`config.mk`:
```
export PLATFORM = sky130hd
export DESIGN_NAME = mm_match_timer
export DESIGN_NICKNAME = d
export VERILOG_FILES = /design/src/rtl/mm_match_timer.sv
export SDC_FILE = /design/constraint.sdc
export NUM_CORES = 1
export LEC_CHECK = 0
export BUFFER_PORTS_ARGS = -buffer_cell sky130_fd_sc_hd__buf_4
export CAP_MARGIN = 20
export CORE_ASPECT_RATIO = 0.8
export CORE_MARGIN = 10
export CORE_UTILIZATION = 35
export DETAILED_ROUTE_END_ITERATION = 16
export GPL_TIMING_DRIVEN = 1
export HOLD_SLACK_MARGIN = 0.06
export PLACE_DENSITY = 0.49
export SKIP_CTS_REPAIR_TIMING = 1
export SLEW_MARGIN = 30
export SYNTH_ARGS = -nofsm -noshare
export SYNTH_HDL_FRONTEND = slang
export SYNTH_SLANG_ARGS = --single-unit
```
`constraint.sdc`:
```
create_clock -name clk -period 5.1 [get_ports clk]
set_clock_uncertainty 0.2 [all_clocks]
set_input_delay 0.255 -clock clk [delete_from_list [all_inputs] [get_ports clk]]
set_output_delay 0.255 -clock clk [all_outputs]
set_load 0.05 [all_outputs]
```
`src/rtl/mm_match_timer.sv`:
```
module mm_match_timer #(
  parameter int HALF_W = 16,
  parameter int PS_W   = 8
) (
  input  logic                  clk,
  input  logic                  rst_n,
  input  logic                  wide_mode,
  input  logic [1:0]            mode,
  input  logic                  run,
  input  logic                  edge_in,
  input  logic                  wr_en,
  input  logic [1:0]            addr,
  input  logic [2*HALF_W-1:0]   wdata,
  output logic [2*HALF_W-1:0]   rdata,
  output logic                  flag,
  output logic                  pwm_out
);
  localparam int FULL_W = 2 * HALF_W;
  localparam logic [1:0] M_ONE = 2'b00, M_PER = 2'b01, M_PWM = 2'b10, M_EDGE = 2'b11;
  localparam logic [FULL_W-1:0] NARROW_MASK = {{HALF_W{1'b0}}, {HALF_W{1'b1}}};

  logic [FULL_W-1:0] cnt, ld, mr, nxt;
  logic [PS_W-1:0]   ps, pc;
  logic [2:0]        sy;
  logic              hit, tick;

  wire [FULL_W-1:0] act_mask = wide_mode ? {FULL_W{1'b1}} : NARROW_MASK;
  wire [FULL_W-1:0] mr_eff   = mr & act_mask;
  wire [FULL_W-1:0] wd_m     = wdata & act_mask;
  wire ld_wr      = wr_en && addr == 2'd0;
  wire clr        = wr_en && addr == 2'd3 && wdata[0];
  wire presc_mode = !wide_mode && !mode[1];
  wire rise       = sy[1] & ~sy[2];

  always_comb begin
    nxt = cnt;
    hit = 1'b0;
    if (wide_mode) begin
      nxt = cnt + 1'b1;
      hit = (cnt == mr);
    end else begin
      case (mode)
        M_ONE: begin
          if (cnt != '0) nxt = cnt - 1'b1;
          hit = (cnt == FULL_W'(1));
        end
        M_PER, M_PWM: begin
          nxt = (cnt == '0) ? ld : cnt - 1'b1;
          hit = (cnt == '0);
        end
        default: begin
          nxt = (cnt - 1'b1) & act_mask;
          hit = (((cnt - 1'b1) & act_mask) == mr_eff);
        end
      endcase
    end
  end

  always_comb begin
    if (!run)                          tick = 1'b0;
    else if (presc_mode)               tick = (pc == '0);
    else if (!wide_mode && mode == M_EDGE) tick = rise && (cnt != mr_eff);
    else                               tick = 1'b1;
  end

  always_ff @(posedge clk) begin
    if (!rst_n) begin
      cnt  <= '0;
      ld   <= '0;
      mr   <= wide_mode ? {FULL_W{1'b1}} : NARROW_MASK;
      ps   <= '0;
      pc   <= '0;
      sy   <= '0;
      flag <= 1'b0;
    end else begin
      sy <= {sy[1:0], edge_in};
      if (wr_en && addr == 2'd1) mr <= wdata;
      if (wr_en && addr == 2'd2) ps <= wdata[PS_W-1:0];
      flag <= (tick && hit && !ld_wr) | (flag & ~clr);
      if (ld_wr) begin
        ld  <= wd_m;
        cnt <= wd_m;
        pc  <= ps;
      end else begin
        if (tick) cnt <= nxt;
        if (presc_mode && run) pc <= (pc == '0) ? ps : pc - 1'b1;
      end
    end
  end

  assign pwm_out = run && !wide_mode && mode == M_PWM && (cnt > mr_eff);

  always_comb begin
    case (addr)
      2'd0:    rdata = ld;
      2'd1:    rdata = mr_eff;
      2'd2:    rdata = {{(FULL_W-PS_W){1'b0}}, ps};
      default: rdata = cnt;
    endcase
  end

  p_hold_r11: assert property (@(posedge clk) disable iff (!rst_n)
    (!run && !ld_wr) |=> $stable(cnt));
  p_oneshot_floor_r4: assert property (@(posedge clk) disable iff (!rst_n)
    (!wide_mode && mode == M_ONE && cnt == '0 && !ld_wr) |=> (cnt == '0));
  p_edge_stop_r9: assert property (@(posedge clk) disable iff (!rst_n)
    (!wide_mode && mode == M_EDGE && cnt == mr_eff && !ld_wr) |=> $stable(cnt));
  p_rtc_step_r7: assert property (@(posedge clk) disable iff (!rst_n)
    (wide_mode && run && !ld_wr) |=> (cnt == FULL_W'($past(cnt) + 1'b1)));
  p_flag_sticky_r10: assert property (@(posedge clk) disable iff (!rst_n)
    (flag && !clr) |=> flag);
endmodule

```
==> results.sh, run 1 <==
export IMPL_synthXorXnorAreaFrac_pct=8.08
export IMPL_diodes=0
export IMPL_ant_nets=0
export IMPL_start_util_pct=35.8
export IMPL_syn_nets=1212
export IMPL_finalHoldViolations=0
export IMPL_final_layout_size_suffix_gt1_share_pct=14.4
export IMPL_required_ns=4.64
export IMPL_p_per_area_mw_per_mm2=428
export IMPL_yosysTopAreaCell="dfxtp_1"
export IMPL_drtIter0Drc=726
export IMPL_clk_latency_ns=0.44
export IMPL_grt_pass1_vias=8290
export IMPL_tns_ns=0
export IMPL_min_path_cells=3
export IMPL_irDropWorstVdd_uv=268
export IMPL_die_area_mm2=0.0329
export IMPL_fill_cells=2636
export IMPL_whs_ns=0.158
export IMPL_max_freq_mhz=261
export IMPL_syn_cell_area_mm2=0.00910
export IMPL_reg2reg_depth=9
export IMPL_critPathArrivalTime_ns=3.38
export IMPL_fin_util_pct=42.3
export IMPL_fin_nets=1262
export IMPL_dpl_hpwl_mm=23.3
export IMPL_synthSimpleGateAreaFrac_pct=26.0
export IMPL_ff2ff_setup_slack_ns=1.42
export IMPL_critical_path_peak_fanout=15
export IMPL_ys_ff_latch=116
export IMPL_slowest_stage="dfxtp_1"
export IMPL_synth_edff_count=32
export IMPL_synth_top_family_by_area="simple AND/OR/NAND/NOR gates"
export IMPL_drc=0
export IMPL_syn_inst=1128
export IMPL_synth_warnings=0
export IMPL_grt_start_max_net_pins=61
export IMPL_path_clk_slew_ns=0.06
export IMPL_setup_violations=0
export IMPL_cts_tree="yes"
export IMPL_cts_buffer_depth=2
export IMPL_fin_crit_sh_pct=75.2
export IMPL_power_leakage_uw=0.00420
export IMPL_row_count=52
export IMPL_tightestPinTransition_ns=0.872
export IMPL_die_w_um=200
export IMPL_hp_class="input pin to flop"
export IMPL_io_buffers=75
export IMPL_grt_usage_pct=20.1
export IMPL_register_area_mm2=0.00264
export IMPL_syn2layout_area_growth_pct=18.1
export IMPL_slowest_delay_ns=0.68
export IMPL_antenna_found_initial=0
export IMPL_drt_first_pass_iters=5
export IMPL_synth_compound_area_share_pct=21.1
export IMPL_muxShareOfSynthArea_pct=4.18
export IMPL_synth_cell_types=77
export IMPL_synthFlopType="dfxtp_1"
export IMPL_grt_pass1_wl_mm=52.2
export IMPL_cts_buffers_inserted=17
export IMPL_status="complete, no violations"
export IMPL_ctsHtreeMaxLevel=4
export IMPL_async_flop_share_pct=0
export IMPL_core_area_mm2=0.0254
export IMPL_via_count=8824
export IMPL_end_kind="output port"
export IMPL_pin_count=76
export IMPL_path_class="flop to output port"
export IMPL_rsz0062_at_grt="false"
export IMPL_min_period_ns=3.83
export IMPL_seq_area_frac_synth_pct=29.0
export IMPL_clock_sinks=116
export IMPL_wire_per_inst_um=21.6
export IMPL_synth_area_leaders="dfxtp_1, edfxtp_1, nand2_1, ha_1, xor2_1"
export IMPL_path_cells="ha_1 > and4_1 > nand4_1 > nor3_1 > nor4bb_1 > nand2_1 > a2bb2oi_1 > o21ai_0 > buf_4"
export IMPL_max_slew_margin_pct=41.6
export IMPL_drv_cap=0
export IMPL_synth_avg_cell_area_um2=8.07
export IMPL_synth_fa_ha_area_share_pct=5.77
export IMPL_place_congestion=0.912
export IMPL_die_y_um=164
export IMPL_via_per_inst=5.72
export IMPL_crit_path_start_kind="flop"
export IMPL_yosysTopAreaCellShare_pct=18.5
export IMPL_gr_total_overflow=0
export IMPL_wl_mm=33.3
export IMPL_slew_viol_final=0
export IMPL_cts_root_buffer="clkbuf_16"
export IMPL_multi_input_area_mm2=0.00594
through the flow:
| step | total power [µW] | area, µm² | std cells | setup WS [ns] |
|---|---|---|---|---|
| after floorplan | 2840 | 9100 | 1128 | 0.973 |
| after detailed placement | 3370 | 9850 | 1476 | 1.17 |
| after CTS | 4580 | 10400 | 1508 | 1.27 |
| after global placement | 3370 | 9830 | 1474 | 1.26 |
| final | 4600 | 10700 | 1542 | 1.27 |
| after global routing | 4920 | 10700 | 1542 | 1.04 |
cells by family after synthesis:
kind of cell / count (synthesis)
AOI/OAI and AO/OA: 276
muxes: 28
and+or+nand+nor: 453
buffers and inverters: 129
DFF: 116
adders and majority gates: 42
xor gates and xnor gates: 84
area by class of cell:
cell class              count  area share, %
well taps                 351           4.09
multi-input cells         883           55.3
inverters                  33           1.15
flip-flops and latches    116           24.6
clock buffers              26           4.46
clock inverters             6          0.745
repair buffers            127           9.67
synthesized netlist by cell type, types with 9 or more instances:
cell,count
a21oi_1,68
nand4_1,24
edfxtp_1,32
a22o_1,9
nand2_1,170
ha_1,42
xor2_1,45
nor4_1,16
nor3_1,30
and3_1,9
nand2b_1,21
a22oi_1,9
a211oi_1,21
a221o_1,14
dfxtp_1,84
o21ai_0,61
xnor2_1,39
nor2_1,55
mux2i_1,20
nand3_1,46
a31oi_1,21
buf_2,14
nor2b_1,21
inv_1,33
clkbuf_1,70
a221oi_2,10
power by group:
part / leakage (µW) / switching (µW) / internal, µW
clock: 0.000276 / 459 / 741
combinational: 0.00292 / 1200 / 822
sequential: 0.00100 / 304 / 1070
total: 0.00420 / 1960 / 2640
routing by layer:
metal,up-vias,part of all wire [%],track usage (%)
met5,-,0,0
met4,0,0.89,4.33
met3,25,6.3,4.78
met2,272,41,28.2
met1,4301,52,30.0
li1,4226,-,-
sequential cells by signal (all words and copies together) (netlist names):
register,cells
cnt,32
ld,32
mr,32
pc,8
ps,8
sy,3
flag,1
cell usage in the layout (no fill, tap or decap), types with 8 or more instances in the layout:
cell           count
a211oi_1          21
a21oi_1           68
a221o_1           14
a221oi_2          10
a22o_1             9
a22oi_1            9
a31oi_1           21
and3_1             9
buf_4             93
clkbuf_16         17
dfxtp_1           84
dlygate4sd3_1     33
edfxtp_1          32
ha_1              42
inv_1             32
mux2i_1           20
mux4_2             8
nand2_1          170
nand2b_1          21
nand3_1           46
nand4_1           24
nor2_1            55
nor2b_1           21
nor3_1            30
nor4_1            16
o21ai_0           61
xnor2_1           39
xor2_1            45
path summary, 6_finish.rpt:
path | from | end
hold / removal | wide_mode | ld[28]$_SDFFE_PN0P_
setup reg to reg | cnt[24]$_SDFFE_PN0P_ | cnt[4]$_SDFFE_PN0P_
hold reg to reg | sy[0]$_SDFF_PN0_ | sy[1]$_SDFF_PN0_
setup / recovery | cnt[12]$_SDFFE_PN0P_ | pwm_out
worst max-delay path, delay by kind of cell (launching register included):
family	cells	cell delay [ns]
adders and majority gates	1	0.37
AOI/OAI and AO/OA	2	0.29
and+or+nand+nor	5	1.34
buffers and inverters	1	0.25
DFF	1	0.68
Power figures use the tool's default switching activity.
==> inputs of run 2 (changes only) <==
Settings changed: PLACE_DENSITY 0.49 to 0.51.
Clock period 5.1 ns to 3.5 ns, I/O delays scaled along.
==> run 2 against run 1 <==
Final cell count rose by 3.4%. Core utilization rose by 1.9 points. Sequential power rose by 30%. First-iteration DRC count rose by 27%. Highest routed layer unchanged. Wire length rose by 2.0%. Largest power group unchanged. Total power rose by 53%. Hold slack got worse by 0.051 ns. Clock power rose by 53%. Register-to-register slack got worse by 1.2 ns. Non-clock buffer count rose by 53. Global-route usage rose by 0.23 points. Sequential share of layout area fell by 1.0 points.
==> results.sh, run 2 (synthesized netlist as in run 1, its figures left out) <==
export IMPL_status="complete, no violations"
export IMPL_required_ns=3.12
export IMPL_grt_pass1_wl_mm=52.7
export IMPL_p_sw_share_pct=41.8
export IMPL_path_clk_slew_ns=0.06
export IMPL_critical_path_peak_fanout=4
export IMPL_io_buffers=75
export IMPL_fin_util_pct=44.1
export IMPL_drv_cap=0
export IMPL_mostFrequentLayoutCells="nand2_1, buf_4, dfxtp_1"
export IMPL_placed_cell_area_mm2=0.0102
export IMPL_slowest_stage="or4_4"
export IMPL_critPathArrivalTime_ns=3.04
export IMPL_path_buf_inv=2
export IMPL_cts_root_buffer="clkbuf_16"
export IMPL_wire_per_inst_um=21.3
export IMPL_fin_nets=1315
export IMPL_p_switching_uw=2940
export IMPL_clk_latency_ns=0.43
export IMPL_start_util_pct=35.8
export IMPL_hp_class="input pin to flop"
export IMPL_drt_first_pass_iters=8
export IMPL_critical_path_top_delay_family="simple AND/OR/NAND/NOR gates"
export IMPL_dpl_hpwl_mm=24.2
export IMPL_final_common_cell="nand2_1"
export IMPL_via_per_inst=5.70
export IMPL_min_period_ns=3.41
export IMPL_fin_area_mm2=0.0112
export IMPL_reg2reg_depth=9
export IMPL_ant_nets=0
export IMPL_intPower_uw=4090
export IMPL_row_count=52
export IMPL_p_comb_share_pct=48.5
export IMPL_p_per_area_mw_per_mm2=626
export IMPL_grt_usage_pct=20.3
export IMPL_grt_pass1_vias=8498
export IMPL_wl_mm=34.0
export IMPL_setup_violations=0
export IMPL_pin_count=76
export IMPL_fin_crit_sh_pct=97.4
export IMPL_cts_tree="yes"
export IMPL_min_path_cells=4
export IMPL_via_count=9097
export IMPL_gr_total_overflow=0
export IMPL_finalHoldViolations=0
export IMPL_total_power_uw=7030
export IMPL_grt_start_max_net_pins=61
export IMPL_end_kind="output port"
export IMPL_seqPwrFrac_pct=25.5
export IMPL_drc=0
export IMPL_drtIter0Drc=920
export IMPL_tightestPinTransition_ns=0.882
export IMPL_ctsHtreeMaxLevel=4
export IMPL_antenna_found_initial=0
export IMPL_slew_viol_final=0
export IMPL_syn2layout_area_growth_pct=23.3
export IMPL_whs_ns=0.107
export IMPL_die_y_um=164
export IMPL_p_clk_share_pct=26.0
export IMPL_place_congestion=0.919
export IMPL_rsz0062_at_grt="false"
export IMPL_diodes=0
export IMPL_crit_path_start_kind="flop"
export IMPL_final_layout_size_suffix_gt1_share_pct=18.6
export IMPL_clock_sinks=116
export IMPL_path_depth=11
export IMPL_power_leakage_uw=0.00450
export IMPL_max_slew_margin_pct=41.2
export IMPL_die_area_mm2=0.0329
export IMPL_die_w_um=200
export IMPL_core_area_mm2=0.0254
export IMPL_max_freq_mhz=293
export IMPL_reg_top3="cnt: 32 flops, ld: 32 flops, mr: 32 flops"
export IMPL_path_class="flop to output port"
export IMPL_cts_buffers_inserted=17
export IMPL_irDropWorstVdd_uv=388
export IMPL_slowest_delay_ns=0.59
export IMPL_path_cells="nand2_1 > ha_1 > nand4_1 > or4_4 > nor3_2 > nor4bb_2 > buf_4 > nand2_1 > a2bb2oi_1 > o21ai_1 > buf_4"
export IMPL_cts_buffer_depth=2
## run 2: changes by cell type in the layout (fill, tap and decap cells not counted), moves of 2 or more
cell | before | now
clkinv_2 | 4 | 6
buf_12 | 0 | 2
buf_4 | 93 | 144
clkbuf_16 | 17 | 19
clkbuf_1 | 7 | 3
## run 2: area by class of cell
| class | count | area (µm²) |
|---|---|---|
| Timing Repair Buffer | 180 | 1460 |
| Fill cell | 2558 | 14200 |
| Inverter | 33 | 124 |
| Clock inverter | 9 | 97.6 |
| Clock buffer | 23 | 500 |
| Tap cell | 351 | 439 |
| Multi-Input combinational cell | 883 | 5960 |
| Sequential cell | 116 | 2640 |
## run 2: path summary, 6_finish.rpt
| check | start | endpoint | slack [ns] |
|---|---|---|---|
| worst max-delay path | mr[17]$_DFFE_PP_ | pwm_out | 0.09 |
| worst min-delay path | wide_mode | cnt[20]$_SDFFE_PN0P_ | 0.11 |
| worst max register to register | mr[17]$_DFFE_PP_ | cnt[13]$_SDFFE_PN0P_ | 0.19 |
| worst min register to register | sy[0]$_SDFF_PN0_ | sy[1]$_SDFF_PN0_ | 0.24 |
## run 2: worst reg2reg max path: cells and delay by family, from the launching register on
kind	cells	cell delay, ns
AO/OA/AOI/OAI	3	0.81
AND/OR/NAND/NOR	5	1.53
adder cells (fa/ha/maj)	1	0.32
flip-flops	1	0.39
## run 2: power by group through the flow
stage | combinational (µW) | clock (µW) | sequential, µW
4_1_cts | 3340 | 1850 | 1780
5_1_grt | 3730 | 1910 | 1810
6_report | 3410 | 1830 | 1790
2_1_floorplan | 2420 | 0 | 1720
3_3_place_gp | 3310 | 0 | 1810
3_5_place_dp | 3320 | 0 | 1810
## run 2: stage by stage
step           TNS [ns]  instances  worst slack (ns)
6_report              0       1595            0.0894
5_1_grt               0       1595           0.00726
4_1_cts         -0.0211       1556           -0.0211
3_5_place_dp          0       1524             0.178
3_3_place_gp          0       1524             0.231
2_1_floorplan         0       1128           0.00704
## run 2: layer usage
layer,vias up,global-route usage [%],wire length [µm],share of wire [%]
li1,4323,-,-,-
met1,4414,30.3,17400,51
met2,330,28.3,13700,40
met3,30,4.98,2530,7.4
met4,0,4.91,403,1.2
met5,-,0,0,0
